--- src/rtl/tmr_evt_pkg.sv ---
package tmr_evt_pkg;

    localparam int HALF_W  = 8;
    localparam int PRESC_W = 5;
    localparam int CNT_W   = 2 * HALF_W;
    localparam int M13_W   = HALF_W + PRESC_W;

    typedef enum logic [1:0] {
        MD_13BIT  = 2'd0,
        MD_16BIT  = 2'd1,
        MD_RELOAD = 2'd2,
        MD_FROZEN = 2'd3
    } tmr_mode_e;

    typedef struct packed {
        logic [HALF_W-1:0] hi;
        logic [HALF_W-1:0] lo;
    } tmr_cnt_t;

    typedef struct packed {
        tmr_cnt_t cnt;
        logic     wrap;
    } tmr_step_t;

    function automatic tmr_step_t step_13(input tmr_cnt_t c);
        tmr_step_t r;
        logic [M13_W:0] v;
        v      = {1'b0, c.hi, c.lo[PRESC_W-1:0]} + {{M13_W{1'b0}}, 1'b1};
        r.cnt.hi = v[M13_W-1:PRESC_W];
        r.cnt.lo = {c.lo[HALF_W-1:PRESC_W], v[PRESC_W-1:0]};
        r.wrap   = v[M13_W];
        return r;
    endfunction

    function automatic tmr_step_t step_16(input tmr_cnt_t c);
        tmr_step_t r;
        logic [CNT_W:0] v;
        v      = {1'b0, c} + {{CNT_W{1'b0}}, 1'b1};
        r.cnt  = v[CNT_W-1:0];
        r.wrap = v[CNT_W];
        return r;
    endfunction

    function automatic tmr_step_t step_reload(input tmr_cnt_t c);
        tmr_step_t r;
        r.cnt.hi = c.hi;
        if (&c.lo) begin
            r.cnt.lo = c.hi;
            r.wrap   = 1'b1;
        end else begin
            r.cnt.lo = c.lo + {{(HALF_W-1){1'b0}}, 1'b1};
            r.wrap   = 1'b0;
        end
        return r;
    endfunction

endpackage

--- src/rtl/tmr_evt_sampler.sv ---
module tmr_evt_sampler (
    input  logic clk,
    input  logic rst,
    input  logic mc_en,
    input  logic ext_in,
    input  logic run,
    input  logic cnt_sel,
    output logic tick
);
    logic smp_q;
    logic fall;

    always_ff @(posedge clk) begin
        if (rst)        smp_q <= 1'b0;
        else if (mc_en) smp_q <= ext_in;
    end

    assign fall = smp_q & ~ext_in;
    assign tick = mc_en & run & (cnt_sel ? fall : 1'b1);

endmodule

--- src/rtl/tmr_evt_core.sv ---
module tmr_evt_core
    import tmr_evt_pkg::*;
(
    input  logic      clk,
    input  logic      rst,
    input  logic      tick,
    input  tmr_mode_e mode,
    input  logic      wr_en,
    input  tmr_cnt_t  wr_data,
    output tmr_cnt_t  cnt_q,
    output logic      wrap
);
    tmr_step_t nxt;

    always_comb begin
        nxt.cnt  = cnt_q;
        nxt.wrap = 1'b0;
        if (wr_en) begin
            nxt.cnt = wr_data;
        end else if (tick) begin
            unique case (mode)
                MD_13BIT:  nxt = step_13(cnt_q);
                MD_16BIT:  nxt = step_16(cnt_q);
                MD_RELOAD: nxt = step_reload(cnt_q);
                default:   nxt = '{cnt: cnt_q, wrap: 1'b0};
            endcase
        end
    end

    always_ff @(posedge clk) begin
        if (rst) cnt_q <= '0;
        else     cnt_q <= nxt.cnt;
    end

    assign wrap = nxt.wrap;

    assert_write_wins_R11: assert property (@(posedge clk) disable iff (rst)
        wr_en |=> cnt_q == $past(wr_data));

    assert_frozen_mode_R8: assert property (@(posedge clk) disable iff (rst)
        (mode == MD_FROZEN) && !wr_en |=> $stable(cnt_q));

    assert_reload_hi_fixed_R7: assert property (@(posedge clk) disable iff (rst)
        (mode == MD_RELOAD) && !wr_en |=> $stable(cnt_q.hi));

    assert_mid_bits_fixed_R5: assert property (@(posedge clk) disable iff (rst)
        (mode == MD_13BIT) && !wr_en |=> $stable(cnt_q.lo[HALF_W-1:PRESC_W]));

endmodule

--- src/rtl/tmr_evt_ovf.sv ---
module tmr_evt_ovf (
    input  logic clk,
    input  logic rst,
    input  logic wrap,
    input  logic flag_clr,
    input  logic tog_en,
    output logic flag_q,
    output logic tog_q
);
    always_ff @(posedge clk) begin
        if (rst) begin
            flag_q <= 1'b0;
            tog_q  <= 1'b0;
        end else begin
            if (wrap)          flag_q <= 1'b1;
            else if (flag_clr) flag_q <= 1'b0;
            if (wrap && tog_en) tog_q <= ~tog_q;
        end
    end

    assert_flag_sticky_R9: assert property (@(posedge clk) disable iff (rst)
        flag_q && !flag_clr |=> flag_q);

    assert_wrap_sets_flag_R6: assert property (@(posedge clk) disable iff (rst)
        wrap |=> flag_q);

    assert_toggle_hold_R10: assert property (@(posedge clk) disable iff (rst)
        !tog_en |=> $stable(tog_q));

endmodule

--- src/rtl/tmr_evt_top.sv ---
module tmr_evt_top
    import tmr_evt_pkg::*;
(
    input  logic        clk,
    input  logic        rst,
    input  logic        mc_en,
    input  logic        ext_in,
    input  logic        run,
    input  logic        cnt_sel,
    input  logic [1:0]  mode,
    input  logic        tog_en,
    input  logic        wr_en,
    input  logic [15:0] wr_data,
    input  logic        flag_clr,
    output logic [15:0] count,
    output logic        ovf_flag,
    output logic        tog_out
);
    logic     tick;
    logic     wrap;
    tmr_cnt_t cnt_q;

    tmr_evt_sampler u_smp (
        .clk     (clk),
        .rst     (rst),
        .mc_en   (mc_en),
        .ext_in  (ext_in),
        .run     (run),
        .cnt_sel (cnt_sel),
        .tick    (tick)
    );

    tmr_evt_core u_core (
        .clk     (clk),
        .rst     (rst),
        .tick    (tick),
        .mode    (tmr_mode_e'(mode)),
        .wr_en   (wr_en),
        .wr_data (tmr_cnt_t'(wr_data)),
        .cnt_q   (cnt_q),
        .wrap    (wrap)
    );

    tmr_evt_ovf u_ovf (
        .clk      (clk),
        .rst      (rst),
        .wrap     (wrap),
        .flag_clr (flag_clr),
        .tog_en   (tog_en),
        .flag_q   (ovf_flag),
        .tog_q    (tog_out)
    );

    assign count = cnt_q;

    assert_hold_stopped_R4: assert property (@(posedge clk) disable iff (rst)
        !run && !wr_en |=> $stable(count));

    assert_no_strobe_no_move_R2: assert property (@(posedge clk) disable iff (rst)
        !mc_en && !wr_en |=> $stable(count));

endmodule

--- config.mk ---
export PLATFORM = sky130hd
export DESIGN_NAME = tmr_evt_top
export DESIGN_NICKNAME = d
export VERILOG_FILES = /design/src/rtl/tmr_evt_pkg.sv /design/src/rtl/tmr_evt_sampler.sv /design/src/rtl/tmr_evt_core.sv /design/src/rtl/tmr_evt_ovf.sv /design/src/rtl/tmr_evt_top.sv
export SDC_FILE = /design/constraint.sdc
export NUM_CORES = 1
export LEC_CHECK = 0
export ABC_AREA = 1
export ABC_CLOCK_PERIOD_IN_PS = 2950
export BUFFER_PORTS_ARGS = -buffer_cell sky130_fd_sc_hd__buf_2
export CAP_MARGIN = 40
export CORE_MARGIN = 8
export CORE_UTILIZATION = 30
export DETAILED_ROUTE_END_ITERATION = 6
export SLEW_MARGIN = 30
export SYNTH_ARGS = -nofsm -noshare
export SYNTH_HDL_FRONTEND = slang
export SYNTH_HIERARCHICAL = 1
export SYNTH_SLANG_ARGS = --single-unit
--- constraint.sdc ---
create_clock -name clk -period 2.95 [get_ports clk]
set_input_delay 0.1475 -clock clk [delete_from_list [all_inputs] [get_ports clk]]
set_output_delay 0.1475 -clock clk [all_outputs]
set_load 0.01 [all_outputs]
Yosys cells after proc, flatten, opt, wreduce, memory -nomap -nowiden
Index checks and enable logic that the tools add are counted.
{"block": "word_totals", "regBits": 19, "in_bits": 27, "output_inout_bits": 18}
{"block": "classes", "n_addsub": 3, "n_eq_ne": 4, "mux": 8, "bitwise": 5, "reduce_logical": 11}
{"cell": "$pmux 17 s3", "count": 1}
{"cell": "$add 16x1->17 const B", "count": 1}
{"cell": "$mux 17", "count": 1}
{"cell": "$mux 16", "count": 1}
{"cell": "$add 13x1->14 const B", "count": 1}
{"cell": "$mux 9", "count": 1}
{"cell": "$add 8x1->8 const B", "count": 1}
{"cell": "$reduce_and 8->1", "count": 1}
{"cell": "$reduce_and 3->1", "count": 2}
{"cell": "$reduce_bool 3->1", "count": 2}
{"cell": "$mux 1", "count": 4}
{"cell": "$ne 2x2->1 const B", "count": 2}
{"cell": "$reduce_bool 2->1", "count": 2}
{"cell": "$reduce_bool 4->1", "count": 1}
{"cell": "$and 1x1->1", "count": 3}
{"cell": "$eq 2x1->1 const B", "count": 1}
{"cell": "$eq 2x2->1 const B", "count": 1}
{"cell": "$logic_not 2->1", "count": 1}
{"cell": "$not 1->1", "count": 2}
{"cell": "$reduce_and 2->1", "count": 1}
{"cell": "$logic_and 1x1->1", "count": 1}

Longest topological paths before layout
{"block": "logic_depth", "ltp_word": 7, "depth_mapped": 11}

By module
Netlist, hierarchy kept.
{"module": "tmr_evt_core", "instances": 1, "cells_each": 275, "area_each_um2": 1551.5, "seq_area_each_um2": 320.3}
{"module": "tmr_evt_ovf", "instances": 1, "cells_each": 11, "area_each_um2": 81.3, "seq_area_each_um2": 40.0}
{"module": "tmr_evt_sampler", "instances": 1, "cells_each": 9, "area_each_um2": 56.3, "seq_area_each_um2": 20.0}

Worst setup path before layout
Ideal clock, no wire load.
{"block": "synth_timing", "path_kind": "register to register", "startpoint": "register, netlist name u_core/cnt_q[1]", "endpoint": "register u_ovf.tog_q", "setup_time_ns": 0.115, "arrival_time_ns": 1.447, "path_slack_ns": 1.388, "path_stages_with_launch": 11, "path_buffers": 0, "path_cell_list": "dfxtp_1 -> ha_1 -> nand2_2 -> nor2_8 -> nand2_4 -> a21oi_1 -> o21ai_0 -> inv_1 -> nand3_1 -> nand2_1 -> nor2_1"}
{"block": "synth_via", "elab_chain_cells": 6, "word_cells_on_any_way": 8, "cone_classes": "add/sub (2); mux (4); reduce/logical (2)"}
{"item": "parallel branches: the longest is 2 deep, another holds $add 16x1->17"}
{"item": "$pmux 17 s3 *", "line": "tmr_evt_core.sv:21", "source": "unique case (mode)"}
{"item": "$mux 17 *", "line": "tmr_evt_core.sv:20", "source": "end else if (tick) begin"}
{"item": "$mux 1 *", "line": "tmr_evt_core.sv:18", "source": "if (wr_en) begin"}
{"item": "named net wrap", "line": "tmr_evt_top.sv:20", "source": "logic wrap;"}
{"item": "$logic_and 1x1->1 *", "line": "tmr_evt_ovf.sv:17", "source": "if (wrap && tog_en) tog_q <= ~tog_q;"}
{"item": "end signal, assigned", "line": "tmr_evt_ovf.sv:17"}
{"item": "end, declared", "line": "tmr_evt_ovf.sv:8", "source": "output logic tog_q"}
Mark *: on every way through the listed nets, which the timed path passes. The select of a mux whose other input is x is not followed.
A chain may end at the register's enable or synchronous reset.

Worst setup path after layout
{"block": "layout_timing", "startpoint": "register, netlist name u_core/cnt_q[0]", "endpoint": "register, netlist name u_core/cnt_q[11]"}
{"block": "layout_via", "elab_chain_cells": 4, "word_cells_on_any_way": 5, "cone_classes": "add/sub (2); mux (3)"}
{"item": "$add 16x1->17 or $add 13x1->14 (tied branches)", "line": "tmr_evt_pkg.sv:38, tmr_evt_pkg.sv:28"}
{"item": "$pmux 17 s3 *", "line": "tmr_evt_core.sv:21"}
{"item": "$mux 17 *", "line": "tmr_evt_core.sv:20"}
{"item": "$mux 16 *", "line": "tmr_evt_core.sv:18"}
Mark *: on every way between the ends. The rest lies on a longest branch, timed or not. The select of a mux whose other input is x is not followed.

==> impl_metrics.tcl <==
set metrics [dict create \
    status "complete, no violations" \
    netlist_area_mm2 0.00169 \
    multiInputGateArea_mm2 0.00110 \
    crit_end "u_core/cnt_q[11]$_SDFFE_PP0P_" \
    cts_made_buffers 3 \
    power.density_mw_per_mm2 307 \
    place_hpwl_mm 4.52 \
    ys_seq_elements 19 \
    path_class "register to register" \
    start_kind "register" \
    numPortBuffers 44 \
    vdd_drop_max_uv 192 \
    drtIter0Drc 188 \
    post_cts_buffers 0 \
    crit_fanout 10 \
    die-area_mm2 0.00829 \
    critPathLaunch "u_core/cnt_q[0]$_SDFFE_PP0P_" \
    grt.total_usage 0.138 \
    drv_cap 0 \
    slew_headroom 0.673 \
    gp_congestion 0.933 \
    vias 2021 \
    synth_seq_area_share 0.225 \
    synthCells 295 \
    clock_latency_ps 260 \
    power.leakage_nw 1.02 \
    regArea_um2 380 \
    yosysWarnings 6 \
    clockRootBuffer "clkbuf_8" \
    fin_util 0.373 \
    wl_per_cell_um 14.2 \
    ff2ff_path_depth 8 \
    tightest_slew_ps 490 \
    htree_levels 1 \
    grt-ovfl-total 0 \
    path_clk_slew_ps 80 \
    hp-class "primary input to register" \
    synthDistinctLibCells 27 \
    cp.required_ps 3090 \
    worstPathArrival_ps 1840 \
    grt_pass1_wl_mm 9.43 \
    tns_ps 0 \
    routed_wl_mm 5.86 \
    remaining_drc_errors 0 \
    syn_nets 323 \
    avgViaCountPerCell 4.89 \
    grt_max_degree 21 \
    final_cell_area_mm2 0.00204 \
    grt_pass1_vias 1886 \
    slew_violations 0 \
    max_freq_ghz 0.588 \
    coreArea_mm2 0.00547 \
    fin_crit_sh 0.577 \
    period_needed_ps 1700 \
    numClockSinks 19 \
    setup-violations-final 0 \
    hold_viol 0 \
    post_cts_resize_count 0 \
    clockBufferDepth 2 \
    fin_nets 370 \
    syn_area_per_cell_um2 5.73 \
    num_rows 27 \
    diodes 0 \
    antenna_found_initial 0 \
    start_util 0.309 \
    ant_nets 0 \
    r2r_start "u_core/cnt_q[0]$_SDFFE_PP0P_" \
    cts_tree "built" \
    finalClockSkew_ps 3.84 \
    r2r_setup_slack_ps 1250 \
    end_kind "register" \
    r2r_end "u_core/cnt_q[11]$_SDFFE_PP0P_" \
    ctsHoldBuffers 0 \
    fill_cells 640 \
    die_h_um 91.0 \
    num_io_pins 45 \
    detailed_place.area_mm2 0.00200 \
    areaGrowthSynthToFinish_pct 20.8 \
    firstDrtPassIters 4 \
    rsz0062_at_grt "no" \
    drive_gt1_frac 0.217 \
    die_x_um 91.0 \
    hold_ws_ps 132 \
]
## report_power, final
| part | switching (W) | internal, W |
|---|---|---|
| clock network | 0.0000990 | 0.0000964 |
| logic | 0.0000895 | 0.0000527 |
| registers | 0.0000185 | 0.000270 |
| total | 0.000207 | 0.000419 |
## kinds of logic after synthesis
| logic type | synth area share |
|---|---|
| fa+ha+maj | 0.00741 |
| buf+inv | 0.123 |
| xor+xnor | 0.00519 |
| flops | 0.225 |
| simple gates | 0.447 |
| compound gates | 0.192 |
## per-layer routing
metal	vias to the layer above	GRT usage	wire (um)
met5	-	0	0
met4	0	0.0300	80
met3	8	0.0354	412
met2	76	0.230	2650
met1	901	0.173	2710
li1	1036	-	-
## flip-flops by register name, summed over array words and instances, names as in the netlist
signal	cells
u_smp/smp_q	1
u_ovf/tog_q	1
u_core/cnt_q	16
u_ovf/flag_q	1
## Yosys cell counts, drive strengths merged
library cell / number / area (um2)
inv: 47 / 176
a21oi: 25 / 140
ha: 1 / 12.5
nor4: 1 / 6.26
nand2: 98 / 403
nand3: 29 / 145
xnor2: 1 / 8.76
nand4: 6 / 37.5
nor2: 26 / 159
o211ai: 2 / 15.0
clkinv: 2 / 12.5
nor3: 1 / 5.00
dfxtp: 19 / 380
o21ai: 33 / 169
clkbuf: 2 / 7.51
buf: 2 / 11.3
## cell usage in the layout, fill, tap and decap left out, types with 6 or more instances in the layout
master	n
o21ai_0	20
nand3_1	29
a21oi_1	21
nor2_1	17
dfxtp_1	19
nand2_1	90
inv_1	45
buf_2	44
o21ai_1	12
nand4_1	6
## worst min path at each step
stage / start / endpoint / slack, ps / depth (start not counted)
floorplan: rst / u_ovf/flag_q$_SDFFE_PP0P_ / 210 / 1
global placement: flag_clr / u_ovf/flag_q$_SDFFE_PP0P_ / 410 / 4
detailed placement: flag_clr / u_ovf/flag_q$_SDFFE_PP0P_ / 420 / 4
CTS: flag_clr / u_ovf/flag_q$_SDFFE_PP0P_ / 130 / 4
global route: ext_in / u_smp/smp_q$_SDFFE_PP0P_ / 150 / 3
finish: flag_clr / u_ovf/flag_q$_SDFFE_PP0P_ / 130 / 4
## worst max-delay path: stages, from the launching register on
cell	delay (ps)
dfxtp_1	410
ha_1	230
nand2_2	130
nor2_8	230
inv_1	120
o21ai_0	210
nand2_1	70
a21oi_1	120
nor2_1	60
## through the flow
step / setup WS [ps] / std cells / total power [W]
2_1_floorplan: 1390 / 295 / 0.000377
3_3_place_gp: 1270 / 409 / 0.000436
3_5_place_dp: 1280 / 409 / 0.000437
4_1_cts: 1270 / 413 / 0.000632
5_1_grt: 1100 / 413 / 0.000666
6_report: 1250 / 413 / 0.000626
## layout make-up
class	count	share of cell area
Multi-Input combinational cell	223	0.540
Sequential cell	19	0.186
Timing Repair Buffer	46	0.115
Inverter	49	0.0926
Tap cell	72	0.0441
Clock buffer	4	0.0221
Power figures use the tool's default switching activity.
